`src/rtl/adc_regs_pkg.sv`:
```
package adc_regs_pkg;
    localparam int REG_W  = 32;
    localparam int ADDR_W = 8;

    localparam logic [ADDR_W-1:0] OFS_STAT  = 8'h00;
    localparam logic [ADDR_W-1:0] OFS_CTRL  = 8'h08;
    localparam logic [ADDR_W-1:0] OFS_CFG   = 8'h0C;
    localparam logic [ADDR_W-1:0] OFS_SMP1  = 8'h14;
    localparam logic [ADDR_W-1:0] OFS_SMP2  = 8'h18;
    localparam logic [ADDR_W-1:0] OFS_PSEL  = 8'h1C;
    localparam logic [ADDR_W-1:0] OFS_SEQ1  = 8'h30;
    localparam logic [ADDR_W-1:0] OFS_DATA  = 8'h40;
    localparam logic [ADDR_W-1:0] OFS_DSEL  = 8'hC0;

    // control bit positions
    localparam int CB_EN     = 0;
    localparam int CB_DIS    = 1;
    localparam int CB_START  = 2;
    localparam int CB_BOOST  = 8;
    localparam int CB_VREGEN = 28;
    localparam int CB_PWRDN  = 29;

    // status bit positions
    localparam int SB_RDY  = 0;
    localparam int SB_EOC  = 2;
    localparam int SB_VRDY = 12;

    // field positions
    localparam int SEQ_CH1_LSB = 6;
    localparam int SEQ_LEN_W   = 4;
endpackage

```
`src/rtl/adc_delay_timer.sv`:
```
module adc_delay_timer #(
    parameter int DLY = 4
) (
    input  logic clk,
    input  logic rst_n,
    input  logic run_i,
    output logic done_o
);
    localparam int CW = $clog2(DLY + 1);
    localparam logic [CW-1:0] LIMIT = CW'(DLY);

    logic [CW-1:0] cnt_d, cnt_q;

    assign done_o = (cnt_q == LIMIT);

    always_comb begin
        if (!run_i)      cnt_d = '0;
        else if (done_o) cnt_d = cnt_q;
        else             cnt_d = cnt_q + 1'b1;
    end

    always_ff @(posedge clk or negedge rst_n) begin
        if (!rst_n) cnt_q <= '0;
        else        cnt_q <= cnt_d;
    end
endmodule

```
`src/rtl/adc_conv_ctl.sv`:
```
module adc_conv_ctl #(
    parameter int LAT_W = 8
) (
    input  logic             clk,
    input  logic             rst_n,
    input  logic             start_i,
    input  logic             abort_i,
    input  logic [LAT_W-1:0] lat_i,
    output logic             busy_o,
    output logic             fin_o
);
    typedef struct packed {
        logic             busy;
        logic [LAT_W-1:0] cnt;
    } conv_t;

    conv_t st_d, st_q;

    assign busy_o = st_q.busy;
    assign fin_o  = st_q.busy && !abort_i && (st_q.cnt <= LAT_W'(1));

    always_comb begin
        st_d = st_q;
        if (abort_i) begin
            st_d.busy = 1'b0;
            st_d.cnt  = '0;
        end else if (start_i && !st_q.busy) begin
            st_d.busy = 1'b1;
            st_d.cnt  = (lat_i == '0) ? LAT_W'(1) : lat_i;
        end else if (fin_o) begin
            st_d.busy = 1'b0;
            st_d.cnt  = '0;
        end else if (st_q.busy) begin
            st_d.cnt  = st_q.cnt - 1'b1;
        end
    end

    always_ff @(posedge clk or negedge rst_n) begin
        if (!rst_n) st_q <= '0;
        else        st_q <= st_d;
    end
endmodule

```
`src/rtl/adc_regblock.sv`:
```
module adc_regblock
    import adc_regs_pkg::*;
#(
    parameter int SAMPLE_W = 16,
    parameter int NUM_CH   = 20,
    parameter int LAT_W    = 8,
    parameter int VREG_DLY = 6,
    parameter int RDY_DLY  = 4
) (
    input  logic              clk,
    input  logic              rst_n,
    input  logic [ADDR_W-1:0] bus_addr,
    input  logic [REG_W-1:0]  bus_wdata,
    input  logic              bus_we,
    input  logic              bus_re,
    output logic [REG_W-1:0]  bus_rdata,
    input  logic [SAMPLE_W-1:0] sample_in,
    input  logic [LAT_W-1:0]  conv_cycles
);
    localparam int CHW = $clog2(NUM_CH);

    typedef struct packed {
        logic                 pwrdn;
        logic                 vregen;
        logic                 boost;
        logic                 en;
        logic [1:0]           trig;
        logic [1:0]           dmgt;
        logic [REG_W-1:0]     smp1;
        logic [REG_W-1:0]     smp2;
        logic [NUM_CH-1:0]    presel;
        logic [NUM_CH-1:0]    difsel;
        logic [SEQ_LEN_W-1:0] seq_len;
        logic [CHW-1:0]       seq_ch1;
        logic                 eoc;
        logic [SAMPLE_W-1:0]  dout;
    } regs_t;

    regs_t r_d, r_q;

    logic vreg_done, rdy_done;
    logic vrdy, rdy;
    logic conv_busy, conv_fin, start_req, wr_ctrl;

    // state views for the bound checker
    logic                st_pwrdn, st_vregen, st_en, st_eoc;
    logic [1:0]          st_trig;
    logic [SAMPLE_W-1:0] st_dout;
    assign st_pwrdn  = r_q.pwrdn;
    assign st_vregen = r_q.vregen;
    assign st_en     = r_q.en;
    assign st_eoc    = r_q.eoc;
    assign st_trig   = r_q.trig;
    assign st_dout   = r_q.dout;

    adc_delay_timer #(.DLY(VREG_DLY)) vreg_tmr_i (
        .clk   (clk),
        .rst_n (rst_n),
        .run_i (r_q.vregen && !r_q.pwrdn),
        .done_o(vreg_done)
    );

    assign vrdy = vreg_done && r_q.vregen && !r_q.pwrdn;

    adc_delay_timer #(.DLY(RDY_DLY)) rdy_tmr_i (
        .clk   (clk),
        .rst_n (rst_n),
        .run_i (r_q.en && vrdy),
        .done_o(rdy_done)
    );

    assign rdy = rdy_done && r_q.en && vrdy;

    assign wr_ctrl   = bus_we && (bus_addr == OFS_CTRL);
    assign start_req = wr_ctrl && bus_wdata[CB_START] && rdy && (r_q.trig == 2'b00);

    adc_conv_ctl #(.LAT_W(LAT_W)) conv_i (
        .clk    (clk),
        .rst_n  (rst_n),
        .start_i(start_req),
        .abort_i(!rdy),
        .lat_i  (conv_cycles),
        .busy_o (conv_busy),
        .fin_o  (conv_fin)
    );

    always_comb begin
        r_d = r_q;
        if (bus_we) begin
            case (bus_addr)
                OFS_CTRL: begin
                    r_d.pwrdn  = bus_wdata[CB_PWRDN];
                    r_d.vregen = bus_wdata[CB_VREGEN] && !bus_wdata[CB_PWRDN];
                    r_d.boost  = bus_wdata[CB_BOOST];
                    r_d.en     = bus_wdata[CB_EN] && !bus_wdata[CB_DIS];
                end
                OFS_CFG: begin
                    r_d.trig = bus_wdata[11:10];
                    r_d.dmgt = bus_wdata[1:0];
                end
                OFS_SMP1: r_d.smp1   = bus_wdata;
                OFS_SMP2: r_d.smp2   = bus_wdata;
                OFS_PSEL: r_d.presel = bus_wdata[NUM_CH-1:0];
                OFS_DSEL: r_d.difsel = bus_wdata[NUM_CH-1:0];
                OFS_SEQ1: begin
                    r_d.seq_len = bus_wdata[SEQ_LEN_W-1:0];
                    r_d.seq_ch1 = bus_wdata[SEQ_CH1_LSB +: CHW];
                end
                default: ;
            endcase
        end
        if (bus_re && (bus_addr == OFS_DATA)) r_d.eoc = 1'b0;
        if (conv_fin) begin
            r_d.eoc  = 1'b1;
            r_d.dout = sample_in;
        end
    end

    always_ff @(posedge clk or negedge rst_n) begin
        if (!rst_n) begin
            r_q       <= '0;
            r_q.pwrdn <= 1'b1;
        end else begin
            r_q <= r_d;
        end
    end

    always_comb begin
        bus_rdata = '0;
        case (bus_addr)
            OFS_STAT: begin
                bus_rdata[SB_RDY]  = rdy;
                bus_rdata[SB_EOC]  = r_q.eoc;
                bus_rdata[SB_VRDY] = vrdy;
            end
            OFS_CTRL: begin
                bus_rdata[CB_EN]     = r_q.en;
                bus_rdata[CB_START]  = conv_busy;
                bus_rdata[CB_BOOST]  = r_q.boost;
                bus_rdata[CB_VREGEN] = r_q.vregen;
                bus_rdata[CB_PWRDN]  = r_q.pwrdn;
            end
            OFS_CFG: begin
                bus_rdata[11:10] = r_q.trig;
                bus_rdata[1:0]   = r_q.dmgt;
            end
            OFS_SMP1: bus_rdata = r_q.smp1;
            OFS_SMP2: bus_rdata = r_q.smp2;
            OFS_PSEL: bus_rdata[NUM_CH-1:0] = r_q.presel;
            OFS_DSEL: bus_rdata[NUM_CH-1:0] = r_q.difsel;
            OFS_SEQ1: begin
                bus_rdata[SEQ_LEN_W-1:0]          = r_q.seq_len;
                bus_rdata[SEQ_CH1_LSB +: CHW]     = r_q.seq_ch1;
            end
            OFS_DATA: bus_rdata[SAMPLE_W-1:0] = r_q.dout;
            default: ;
        endcase
    end
endmodule

```
`config.mk`:
```
export PLATFORM = sky130hd
export DESIGN_NAME = adc_regblock
export DESIGN_NICKNAME = d
export VERILOG_FILES = /design/src/rtl/adc_regs_pkg.sv /design/src/rtl/adc_delay_timer.sv /design/src/rtl/adc_conv_ctl.sv /design/src/rtl/adc_regblock.sv
export SDC_FILE = /design/constraint.sdc
export NUM_CORES = 1
export LEC_CHECK = 0
export BUFFER_PORTS_ARGS = -buffer_cell sky130_fd_sc_hd__buf_4
export CAP_MARGIN = 20
export CORE_MARGIN = 2
export CORE_UTILIZATION = 52
export CTS_BUF_LIST = sky130_fd_sc_hd__clkbuf_16
export DETAILED_ROUTE_END_ITERATION = 10
export MAX_ROUTING_LAYER = met4
export PLACE_DENSITY = 0.76
export SETUP_SLACK_MARGIN = 0.5
export SKIP_CTS_REPAIR_TIMING = 1
export SYNTH_ARGS = -nofsm -noshare
export SYNTH_HDL_FRONTEND = slang
export SYNTH_SLANG_ARGS = --single-unit
```
`constraint.sdc`:
```
create_clock -name clk -period 2 [get_ports clk]
set_input_delay 0.1 -clock clk [delete_from_list [all_inputs] [get_ports clk]]
set_output_delay 0.1 -clock clk [all_outputs]
set_load 0.03 [all_outputs]
```
==> metrics.md <==
| Metric | Value |
|---|---|
| Status | `finished with violations` |
| Failing checks | `hold timing, setup timing` |
| Critical path's top delay family | `simple AND/OR/NAND/NOR gates` |
| Max VDD drop | `0.541 mV` |
| Detailed Place HPWL | `12700 um` |
| CP max-delay cell | `or4_4` |
| Area share of the largest cell type after synthesis | `0.523` |
| Die Span Y | `122 um` |
| Clock Sinks | `153` |
| DRC errors left | `0` |
| Final Hold Fails | `3` |
| Worst Path Required | `2.31 ns` |
| # IOs | `100` |
| Hold Crit Endpoint | `conv_i.st_q[6]$_DFFE_PN0P_` |
| Site row count | `43` |
| Post-Syn Instances | `560` |
| Worst-Skew Late Latency | `0.43 ns` |
| Yosys top cell by area | `dfrtp_1` |
| Via density | `6.04` |
| Critical R2R Launch | `conv_i.st_q[5]$_DFFE_PN0P_` |
| Least-Margin Pin Slew | `0.543 ns` |
| Cell Area, Synth | `0.00727 mm^2` |
| Final Max Slew Viols | `0` |
| HP Start | `conv_cycles[6]` |
| Final ANT Viol Nets | `0` |
| Cell Chain, Critical Path | `or4_4 > or4_4 > nor2_8 > clkbuf_16 > mux2_4` |
| Post-synth EDFFs | `0` |
| H-Tree Depth | `4` |
| Initial antenna violation count | `1` |
| Total Power | `7400 uW` |
| CP arrival | `2.53 ns` |
| Clk slew on worst S/H paths | `0.06 ns` |
| Root Buffer | `clkbuf_16` |
| Register Area | `0.00383 mm^2` |
| Top cells by area, synth | `dfrtp_1 (52%), mux2_2 (22%), mux2i_1 (2.9%)` |
| Sequential share of the synthesized area | `0.527` |
| Post-route setup slack | `-0.219 ns` |
| Mapped Nets | `634` |
| Die area | `0.0149 mm^2` |
| Period utilization | `1.11` |
| DRT iter0 DRCs | `426` |
| Nets | `846` |
| Synth cell count leaders | `dfrtp_1 (152), mux2_2 (141), nand2_1 (25)` |
| RSZ-0062 raised after global routing | `yes` |
| Top FF cell, synth | `dfrtp_1` |
| Post-synthesis register bit count | `153` |
| Worst min path class | `in2reg` |
| Num CTS Buffers | `17` |
| CP startpoint kind | `flop` |
| Core area | `0.0138 mm^2` |
| Largest net degree at the start of global routing | `60` |
| Hold WS | `-0.0175 ns` |
| Fmax | `451 MHz` |
| Synth Area per Inst | `13.0 um^2` |
| Cell count of the worst reg-to-reg path | `5` |
| Overall routing resource usage | `0.271` |
| Reg2reg setup slack | `-0.22 ns` |
| Ys Warns | `0` |
| Clk_skew | `0.00843 ns` |
| Max-slew headroom | `0.638` |
| Multi-input gate area | `0.00367 mm^2` |
| Initial Utilization | `0.528` |
| Synth unique cells | `52` |
| Final Util | `0.767` |
| LEAKAGE | `0.00507 uW` |
| Setup violations, final | `18` |
| Async S/R FF share, synth | `1.00` |
| Layout cell share with drive strength beyond 1 | `0.527` |
| PwrDens | `701 mW/mm^2` |
| Via count | `5836` |
| Number of max-cap violations | `0` |
| First-pass GRT wire length | `29600 um` |
| Die Width | `122 um` |
| Reg2reg end | `st_dout[10]$_DFFE_PN0P_` |
| Wire length per cell | `22.5 um` |
| CP peak stage delay | `0.54 ns` |
| CP most frequent cell | `or4_4` |
| Cell with the most instances after synthesis | `dfrtp_1` |
| Drt pass-1 iters | `5` |
| Worst Setup End Kind | `flop` |
| Area delta synth->final | `45.3%` |
| WS Path Type | `reg2reg` |
| CTS tree | `yes` |
| Hold Path Stages | `3` |
| Clock tree buffer depth | `2` |
| GRT Residual Overflow | `0` |
| I/O Buffers | `99` |
| WP buf/inv | `1` |
| Min Clock Period, post-route | `2.22 ns` |
| CP max FO | `8` |
| Vias in the first global route | `5557` |
| WL final | `21700 um` |
| RePlAce Congestion | `0.875` |
| Fillers | `850` |
==> cells in the final DEF (no fill, tap or decap), drive strengths merged, types with 7 or more instances in the layout <==
cell type    Yosys  routed
dlygate4sd3      0      51
mux2i           21      21
buf             11     170
nor3             7       7
a22oi           20      20
nand3           18      18
o22ai           11      11
a22o            11      11
clkbuf          20      20
mux2           151     151
nand2           25      25
nor2            19      19
inv             11      14
dfrtp          152     152
==> cell families after synthesis <==
family,after synthesis,share of synthesized area
simple gates,105,0.0824
buf+inv,42,0.0256
mux,172,0.267
compound gates,77,0.0812
xor+xnor,5,0.00602
fa+ha+maj,6,0.0103
flops,153,0.527
==> routing by layer <==
metal	share of wire	GRT usage	up-vias	routed length [um]
li1	-	-	2512	-
met1	0.40	0.344	3012	8670
met2	0.52	0.441	246	11200
met3	0.052	0.0428	66	1130
met4	0.031	0.106	0	663
met5	0	-	-	0
==> cell type report <==
cell class	instances	share of cell area
Antenna cell	1	0.000237
Clock buffer	17	0.0403
Tap cell	180	0.0213
Timing Repair Buffer	224	0.204
Clock inverter	15	0.0197
Sequential cell	153	0.363
Multi-Input combinational cell	365	0.348
Inverter	11	0.00391
==> stage by stage <==
step	area, um^2	TNS, ns	worst slack [ns]	std cells
5_1_grt	10600	-3.54	-0.236	966
3_3_place_gp	8650	-2.37	-0.169	858
3_5_place_dp	8650	-2.82	-0.211	858
6_report	10600	-3.18	-0.219	966
4_1_cts	9280	-3.08	-0.218	890
2_1_floorplan	7440	-1.74	-0.154	560
==> worst register-to-register path: cells and delay by family (launching register included) <==
kind          cells  cell delay (ns)
flops             1             0.38
simple gates      3             1.21
buf+inv           1             0.21
mux               1             0.31
==> worst max-delay path by stage <==
| stage | start | to | depth (start not counted) |
|---|---|---|---|
| after floorplan | conv_i.st_q[5]$_DFFE_PN0P_ | st_dout[10]$_DFFE_PN0P_ | 5 |
| after global placement | conv_i.st_q[5]$_DFFE_PN0P_ | st_dout[15]$_DFFE_PN0P_ | 5 |
| after detailed placement | conv_i.st_q[5]$_DFFE_PN0P_ | st_dout[15]$_DFFE_PN0P_ | 5 |
| after CTS | conv_i.st_q[5]$_DFFE_PN0P_ | st_dout[15]$_DFFE_PN0P_ | 5 |
| after global routing | conv_i.st_q[5]$_DFFE_PN0P_ | st_dout[10]$_DFFE_PN0P_ | 5 |
| final | conv_i.st_q[5]$_DFFE_PN0P_ | st_dout[10]$_DFFE_PN0P_ | 5 |
==> where the power goes <==
| part | internal [uW] | switching (uW) | leakage (uW) | total (uW) |
|---|---|---|---|---|
| logic | 336 | 283 | 0.00264 | 620 |
| clock network | 2200 | 1310 | 0.000312 | 3500 |
| registers | 3210 | 71.5 | 0.00211 | 3280 |
==> sequential cells by signal, indices dropped and copies added, names as in the netlist <==
name              count
st_trig               2
st_en                 1
st_vregen             1
conv_i.busy_o         1
st_dout              16
vreg_tmr_i.cnt_q      3
rdy_tmr_i.cnt_q       3
conv_i.st_q           8
st_pwrdn              1
st_eoc                1
r_q                 116
No activity file was read; power rests on OpenSTA's default activity.
